## src/rtl/icpu_pkg.sv

```systemverilog
package icpu_pkg;
   localparam int unsigned ID_W    = 10;
   localparam int unsigned NUM_SGI = 16;
   localparam logic [ID_W-1:0] SPURIOUS_ID = 10'd1023;
endpackage

```

## src/rtl/icpu_pick.sv

```systemverilog
module icpu_pick
   import icpu_pkg::*;
#(
   parameter int unsigned NUM_IRQ = 64,
   parameter int unsigned PRIO_W  = 8,
   parameter bit          TREE    = 1'b1
) (
   input  logic                      clk,
   input  logic                      rst_n,
   input  logic [NUM_IRQ-1:0]        pend_i,
   input  logic [NUM_IRQ-1:0]        act_i,
   input  logic [NUM_IRQ*PRIO_W-1:0] prio_i,
   input  logic [PRIO_W-1:0]         pmask_i,
   output logic                      win_valid_o,
   output logic [ID_W-1:0]           win_id_o,
   output logic [PRIO_W-1:0]         win_prio_o
);
   localparam int unsigned LEAVES = 1 << $clog2(NUM_IRQ);

   logic [NUM_IRQ-1:0] elig;

   for (genvar i = 0; i < NUM_IRQ; i++) begin : g_elig
      assign elig[i] = pend_i[i] & ~act_i[i] & (prio_i[i*PRIO_W +: PRIO_W] < pmask_i);
   end

   if (TREE) begin : g_tree
      logic              nv  [2*LEAVES];
      logic [PRIO_W-1:0] np  [2*LEAVES];
      logic [ID_W-1:0]   nid [2*LEAVES];

      assign nv[0]  = 1'b0;
      assign np[0]  = '0;
      assign nid[0] = '0;

      for (genvar j = 0; j < LEAVES; j++) begin : g_leaf
         if (j < NUM_IRQ) begin : g_real
            assign nv[LEAVES+j]  = elig[j];
            assign np[LEAVES+j]  = prio_i[j*PRIO_W +: PRIO_W];
            assign nid[LEAVES+j] = ID_W'(j);
         end else begin : g_pad
            assign nv[LEAVES+j]  = 1'b0;
            assign np[LEAVES+j]  = '1;
            assign nid[LEAVES+j] = '0;
         end
      end

      for (genvar k = 1; k < LEAVES; k++) begin : g_node
         logic take_right;
         // left child holds lower IDs, so it keeps ties
         assign take_right = nv[2*k+1] && (!nv[2*k] || (np[2*k+1] < np[2*k]));
         assign nv[k]  = nv[2*k] | nv[2*k+1];
         assign np[k]  = take_right ? np[2*k+1]  : np[2*k];
         assign nid[k] = take_right ? nid[2*k+1] : nid[2*k];
      end

      assign win_valid_o = nv[1];
      assign win_prio_o  = np[1];
      assign win_id_o    = nid[1];
   end else begin : g_scan
      always_comb begin
         win_valid_o = 1'b0;
         win_prio_o  = '1;
         win_id_o    = '0;
         for (int i = 0; i < NUM_IRQ; i++) begin
            if (elig[i] && (!win_valid_o || (prio_i[i*PRIO_W +: PRIO_W] < win_prio_o))) begin
               win_valid_o = 1'b1;
               win_prio_o  = prio_i[i*PRIO_W +: PRIO_W];
               win_id_o    = ID_W'(i);
            end
         end
      end
   end

   // a presented winner always beats the threshold
   a_r3_beats_mask: assert property (@(posedge clk) disable iff (!rst_n)
      win_valid_o |-> (win_prio_o < pmask_i));

   // a winner is never an interrupt already in service
   a_r6_not_active: assert property (@(posedge clk) disable iff (!rst_n)
      win_valid_o |-> ((act_i & (NUM_IRQ'(1) << win_id_o)) == '0));
endmodule

```

## src/rtl/icpu_track.sv

```systemverilog
module icpu_track
   import icpu_pkg::*;
#(
   parameter int unsigned NUM_IRQ = 64,
   parameter int unsigned SRC_W   = 3
) (
   input  logic               clk,
   input  logic               rst_n,
   input  logic [NUM_IRQ-1:0] set_i,
   input  logic [SRC_W-1:0]   set_src_i,
   input  logic               take_i,
   input  logic [ID_W-1:0]    take_id_i,
   input  logic               eoi_i,
   input  logic [ID_W-1:0]    eoi_id_i,
   input  logic [SRC_W-1:0]   eoi_src_i,
   input  logic [ID_W-1:0]    win_id_i,
   output logic [NUM_IRQ-1:0] pend_o,
   output logic [NUM_IRQ-1:0] act_o,
   output logic [SRC_W-1:0]   win_src_o
);
   logic [SRC_W-1:0] sgi_psrc [NUM_SGI];

   for (genvar i = 0; i < NUM_IRQ; i++) begin : g_irq
      logic p_q, a_q, hit_take, hit_eoi, src_ok;

      assign hit_take = take_i && (take_id_i == ID_W'(i));

      if (i < NUM_SGI) begin : g_sgi
         logic [SRC_W-1:0] psrc_q, asrc_q;
         always_ff @(posedge clk or negedge rst_n) begin
            if (!rst_n) begin
               psrc_q <= '0;
               asrc_q <= '0;
            end else begin
               if (set_i[i]) psrc_q <= set_src_i;
               if (hit_take) asrc_q <= psrc_q;
            end
         end
         assign src_ok      = (eoi_src_i == asrc_q);
         assign sgi_psrc[i] = psrc_q;
      end else begin : g_dev
         assign src_ok = 1'b1;
      end

      assign hit_eoi = eoi_i && (eoi_id_i == ID_W'(i)) && src_ok;

      always_ff @(posedge clk or negedge rst_n) begin
         if (!rst_n) begin
            p_q <= 1'b0;
            a_q <= 1'b0;
         end else begin
            p_q <= (p_q & ~hit_take) | set_i[i];
            a_q <= (a_q & ~hit_eoi) | hit_take;
         end
      end

      assign pend_o[i] = p_q;
      assign act_o[i]  = a_q;
   end

   for (genvar s = NUM_IRQ; s < NUM_SGI; s++) begin : g_sgi_fill
      assign sgi_psrc[s] = '0;
   end

   always_comb begin
      win_src_o = '0;
      for (int s = 0; s < NUM_SGI; s++) begin
         if (win_id_i == ID_W'(s)) win_src_o = sgi_psrc[s];
      end
   end

   // one claim marks at most one interrupt in service per cycle
   a_r6_single_take: assert property (@(posedge clk) disable iff (!rst_n)
      $countones(act_o & ~$past(act_o)) <= 1);

   // a pending pulse is always latched
   a_r11_set_sticks: assert property (@(posedge clk) disable iff (!rst_n)
      (set_i != '0) |=> ((pend_o & $past(set_i)) == $past(set_i)));

   // without a claim, a completion never adds in-service interrupts
   a_r8_eoi_shrinks: assert property (@(posedge clk) disable iff (!rst_n)
      (eoi_i && !take_i) |=> ($countones(act_o) <= $countones($past(act_o))));
endmodule

```

## src/rtl/icpu_ack_if.sv

```systemverilog
module icpu_ack_if
   import icpu_pkg::*;
#(
   parameter int unsigned NUM_IRQ = 64,
   parameter int unsigned PRIO_W  = 8,
   parameter int unsigned SRC_W   = 3,
   parameter bit          TREE    = 1'b1
) (
   input  logic                      clk,
   input  logic                      rst_n,
   input  logic [NUM_IRQ-1:0]        pend_set_i,
   input  logic [SRC_W-1:0]          pend_src_i,
   input  logic [NUM_IRQ*PRIO_W-1:0] prio_i,
   input  logic                      ctrl_we_i,
   input  logic                      ctrl_en_i,
   input  logic                      pmask_we_i,
   input  logic [PRIO_W-1:0]         pmask_i,
   input  logic                      ack_rd_i,
   output logic [ID_W+SRC_W-1:0]     ack_data_o,
   input  logic                      eoi_we_i,
   input  logic [ID_W+SRC_W-1:0]     eoi_data_i,
   output logic                      irq_o
);
   localparam int unsigned ACK_W = ID_W + SRC_W;

   if (NUM_IRQ <= NUM_SGI || NUM_IRQ > 1020) begin : g_bad_num
      $error("icpu_ack_if: NUM_IRQ must lie in 17..1020");
   end
   if (PRIO_W < 1 || PRIO_W > 8) begin : g_bad_prio
      $error("icpu_ack_if: PRIO_W must lie in 1..8");
   end
   if (SRC_W < 1 || SRC_W > 4) begin : g_bad_src
      $error("icpu_ack_if: SRC_W must lie in 1..4");
   end

   logic                en_q, irq_q;
   logic [PRIO_W-1:0]   pmask_q;
   logic [ACK_W-1:0]    ack_q;
   logic [NUM_IRQ-1:0]  pend_w, act_w;
   logic                win_valid;
   logic [ID_W-1:0]     win_id;
   logic [PRIO_W-1:0]   win_prio;
   logic [SRC_W-1:0]    win_src;
   logic                take;
   logic [ACK_W-1:0]    take_word;

   icpu_pick #(.NUM_IRQ(NUM_IRQ), .PRIO_W(PRIO_W), .TREE(TREE)) u_pick (
      .clk         (clk),
      .rst_n       (rst_n),
      .pend_i      (pend_w),
      .act_i       (act_w),
      .prio_i      (prio_i),
      .pmask_i     (pmask_q),
      .win_valid_o (win_valid),
      .win_id_o    (win_id),
      .win_prio_o  (win_prio)
   );

   icpu_track #(.NUM_IRQ(NUM_IRQ), .SRC_W(SRC_W)) u_track (
      .clk       (clk),
      .rst_n     (rst_n),
      .set_i     (pend_set_i),
      .set_src_i (pend_src_i),
      .take_i    (take),
      .take_id_i (win_id),
      .eoi_i     (eoi_we_i),
      .eoi_id_i  (eoi_data_i[ID_W-1:0]),
      .eoi_src_i (eoi_data_i[ACK_W-1:ID_W]),
      .win_id_i  (win_id),
      .pend_o    (pend_w),
      .act_o     (act_w),
      .win_src_o (win_src)
   );

   assign take      = ack_rd_i && en_q && win_valid;
   assign take_word = (win_id < ID_W'(NUM_SGI)) ? {win_src, win_id} : {{SRC_W{1'b0}}, win_id};

   always_ff @(posedge clk or negedge rst_n) begin
      if (!rst_n) begin
         en_q    <= 1'b0;
         pmask_q <= '0;
         ack_q   <= ACK_W'(SPURIOUS_ID);
         irq_q   <= 1'b0;
      end else begin
         if (ctrl_we_i)  en_q    <= ctrl_en_i;
         if (pmask_we_i) pmask_q <= pmask_i;
         if (ack_rd_i)   ack_q   <= take ? take_word : ACK_W'(SPURIOUS_ID);
         irq_q <= en_q && win_valid;
      end
   end

   assign ack_data_o = ack_q;
   assign irq_o      = irq_q;

   // request stays low while signalling is disabled
   a_r2_quiet_off: assert property (@(posedge clk) disable iff (!rst_n)
      !en_q |=> !irq_o);

   // claim with nothing to give returns the reserved ID
   a_r7_spurious: assert property (@(posedge clk) disable iff (!rst_n)
      (ack_rd_i && !(en_q && win_valid)) |=> (ack_data_o == ACK_W'(SPURIOUS_ID)));

   // a failed claim leaves in-service state untouched
   a_r7_no_change: assert property (@(posedge clk) disable iff (!rst_n)
      (ack_rd_i && !(en_q && win_valid) && !eoi_we_i) |=> $stable(act_w));

   // source field only for processor-raised identifiers
   a_r5_src_zero: assert property (@(posedge clk) disable iff (!rst_n)
      (ack_data_o[ID_W-1:0] >= ID_W'(NUM_SGI)) |-> (ack_data_o[ACK_W-1:ID_W] == '0));

   // acknowledge data holds between strobes
   a_r5_hold: assert property (@(posedge clk) disable iff (!rst_n)
      !ack_rd_i |=> $stable(ack_data_o));

   // request follows eligibility one cycle later
   a_r10_irq_follow: assert property (@(posedge clk) disable iff (!rst_n)
      (en_q && win_valid) |=> irq_o);
endmodule

```

## config.mk

```make
export PLATFORM = sky130hd
export DESIGN_NAME = icpu_ack_if
export DESIGN_NICKNAME = d
export VERILOG_FILES = /design/src/rtl/icpu_pkg.sv /design/src/rtl/icpu_pick.sv /design/src/rtl/icpu_track.sv /design/src/rtl/icpu_ack_if.sv
export SDC_FILE = /design/constraint.sdc
export NUM_CORES = 2
export LEC_CHECK = 0
export BUFFER_PORTS_ARGS = -buffer_cell sky130_fd_sc_hd__buf_2
export CORE_ASPECT_RATIO = 1.75
export CORE_MARGIN = 4
export CORE_UTILIZATION = 45
export CTS_BUF_LIST = sky130_fd_sc_hd__clkbuf_2 sky130_fd_sc_hd__clkbuf_4 sky130_fd_sc_hd__clkbuf_8
export DETAILED_ROUTE_END_ITERATION = 12
export GPL_TIMING_DRIVEN = 0
export PLACE_DENSITY = 0.62
export SYNTH_ARGS = -nofsm -noshare
export SYNTH_HDL_FRONTEND = slang
export SYNTH_HIERARCHICAL = 1
export SYNTH_SLANG_ARGS = --single-unit
```

## constraint.sdc

```tcl
create_clock -name clk -period 39.4 [get_ports clk]
set_clock_uncertainty 0.15 [all_clocks]
set_input_delay 7.88 -clock clk [delete_from_list [all_inputs] [get_ports clk]]
set_output_delay 7.88 -clock clk [all_outputs]
set_load 0.05 [all_outputs]
```

==> impl_metrics.toml <==
[routing]
drcViolationCount = 0
drt_iter0_markers = 2416
vias_per_cell = 5.90
drt.antenna.violating_nets = 0
drt_wl_total_mm = 166
vias = 41053
wl_per_cell_um = 23.8
drt_pre_antenna_iters = 5

[yosys]
syn_inst = 5018
yosys_warnings = 6
synth.avg_cell_area_sq_um = 8.17
synth_area_sq_um = 41000

[placement]
place_ws_ns = 15.32
dp_hpwl_mm = 137
io_buffer_count = 615
gp_congestion = 0.963

[final_layout]
drive_gt1_share_pct = 20.8
final_net_count = 7162
area_delta_synth_final_pct = 14.8

[global_routing]
busiest_layer = "met2"
grt_usage_pct = 32.6
grt_overflow = 0
grt_start_max_net_pins = 109
first_global_vias = 41188
grt_use_met2_pct = 58.5
grt_pass1_wl_mm = 244
antenna_found_initial = 57
gr-usage-met3_pct = 4.29
use_met1_pct = 35.9

[sta]
fmax_mhz = 42.1
tightest_slew_ns = 1.34
finalCritPeriodShare_pct = 60.3
layout_min_cycle_time_ns = 23.76
tns_ns = 0
finalWorstSetupSlack_ns = 15.64
maxSlewHeadroom_pct = 9.72
setup_viol_count_final = 0
drv_slew = 0
hold_violations = 0
rsz0062_at_grt = "false"

[setup_path]
path_common_cell = "a21oi_1"
slowest_stage = "a2111oi_0"
cp-end-kind = "flip-flop"
critical_path_class = "in2reg"
critPathMaxFanout = 10
worstReg2RegStart = "pmask_q[0]$_DFFE_PN0P_"
crit_start = "prio_i[95]"
critical_path_arrival_ns = 24.09
required_ns = 39.73
max_stage_delay_ns = 0.70
critPathLaunchType = "input pin"

[floorplan]
start_util_pct = 45.4
pin_count = 621
dieHeight_um = 407
core_sq_um = 90400
rows = 146
die_area_sq_um = 96200
die_w_um = 236

[hold_path]
worstHoldStart = "u_track/g_irq[8].p_q$_DFF_PN0_"
min_path_type = "reg2reg"

[clock_network]
cts_made_buffers = 47
insertion_delay_ns = 0.64
cts_resized = 0
clkTransAtPathRegs_ns = 0.06
postCtsHoldBufs = 0
h-tree-depth = 2
root_buffer = "clkbuf_8"
cts_sinks = 247
postCtsSetupBuffers = 0
clockBufferDepth = 3
cts_tree = "built"

[run]
drv_cap = 0

[outcome]
outcome = "complete, no violations"
==> layout by cell type (no fill, tap or decap), types with 163 or more instances in the layout <==
cell and n:
mux2i_1 226, dfrtp_1 237, nor2_1 355, nand2_1 360, inv_1 419, mux2_2 200, a21oi_1 414, ha_1 860
a21o_1 163, buf_2 640, o21ai_0 330
==> worst max-delay path: cells and delay by family <==
| kind | cells | cell delay [ns] |
|---|---|---|
| muxes | 5 | 2.33 |
| adders and majority gates | 6 | 1.78 |
| AOI/OAI and AO/OA | 29 | 6.84 |
| and+or+nand+nor | 15 | 2.67 |
| buffers and inverters | 12 | 2.61 |
==> layer usage <==
layer	vias up	wire (um)
met4	26	12900
li1	19802	-
met2	1364	81900
met5	-	179
met1	19392	62600
met3	469	8200
==> final timing paths <==
kind / slack (ns) / end / cells past startpoint
worst min register to register: 0.33 / u_track/g_irq[8].p_q$_DFF_PN0_ / 1
min in group asynchronous: 6.97 / pmask_q[0]$_DFFE_PN0P_ / 1
worst max register to register: 21.42 / ack_data_o[10]$_DFFE_PN0P_ / 65
worst min-delay path: 0.33 / u_track/g_irq[8].p_q$_DFF_PN0_ / 1
worst max-delay path: 15.64 / ack_data_o[10]$_DFFE_PN0P_ / 67
max in group asynchronous: 31.20 / u_track/g_irq[57].a_q$_DFF_PN0_ / 2
==> state kept, by name, indices dropped and copies added, names as in the netlist <==
signal,cells
u_track/g_irq.a_q,64
en_q,1
u_track/g_irq.g_sgi.psrc_q,48
u_track/g_irq.p_q,64
irq_o,1
ack_data_o,13
u_track/g_irq.g_sgi.asrc_q,48
pmask_q,8
==> per-stage QoR <==
| stage | hold slack (ns) | util (%) | instances | area [sq um] |
|---|---|---|---|---|
| finish | 0.328 | 52.1 | 6960 | 47100 |
| global placement | 0.312 | 50.4 | 6820 | 45600 |
| floorplan | 0.300 | - | 5021 | 41000 |
| CTS | 0.331 | 51.9 | 6913 | 47000 |
| detailed placement | 0.317 | 50.7 | 6830 | 45900 |
| global route | 0.337 | 52.0 | 6937 | 47000 |
==> layout make-up <==
type                       instances  area (sq um)
antenna                           47           118
timing repair buffer             625          3340
inverter                         426          1620
clock inverter                     9           169
multi-input combinational       4114         31800
buffer                           234          1490
clock buffer                      74           931
sequential                       247          6190
tap                             1184          1480
fill                            9008         43300
Power is not shown: default switching activity piles up to over one toggle a cycle in this logic, so the estimate is an artifact.
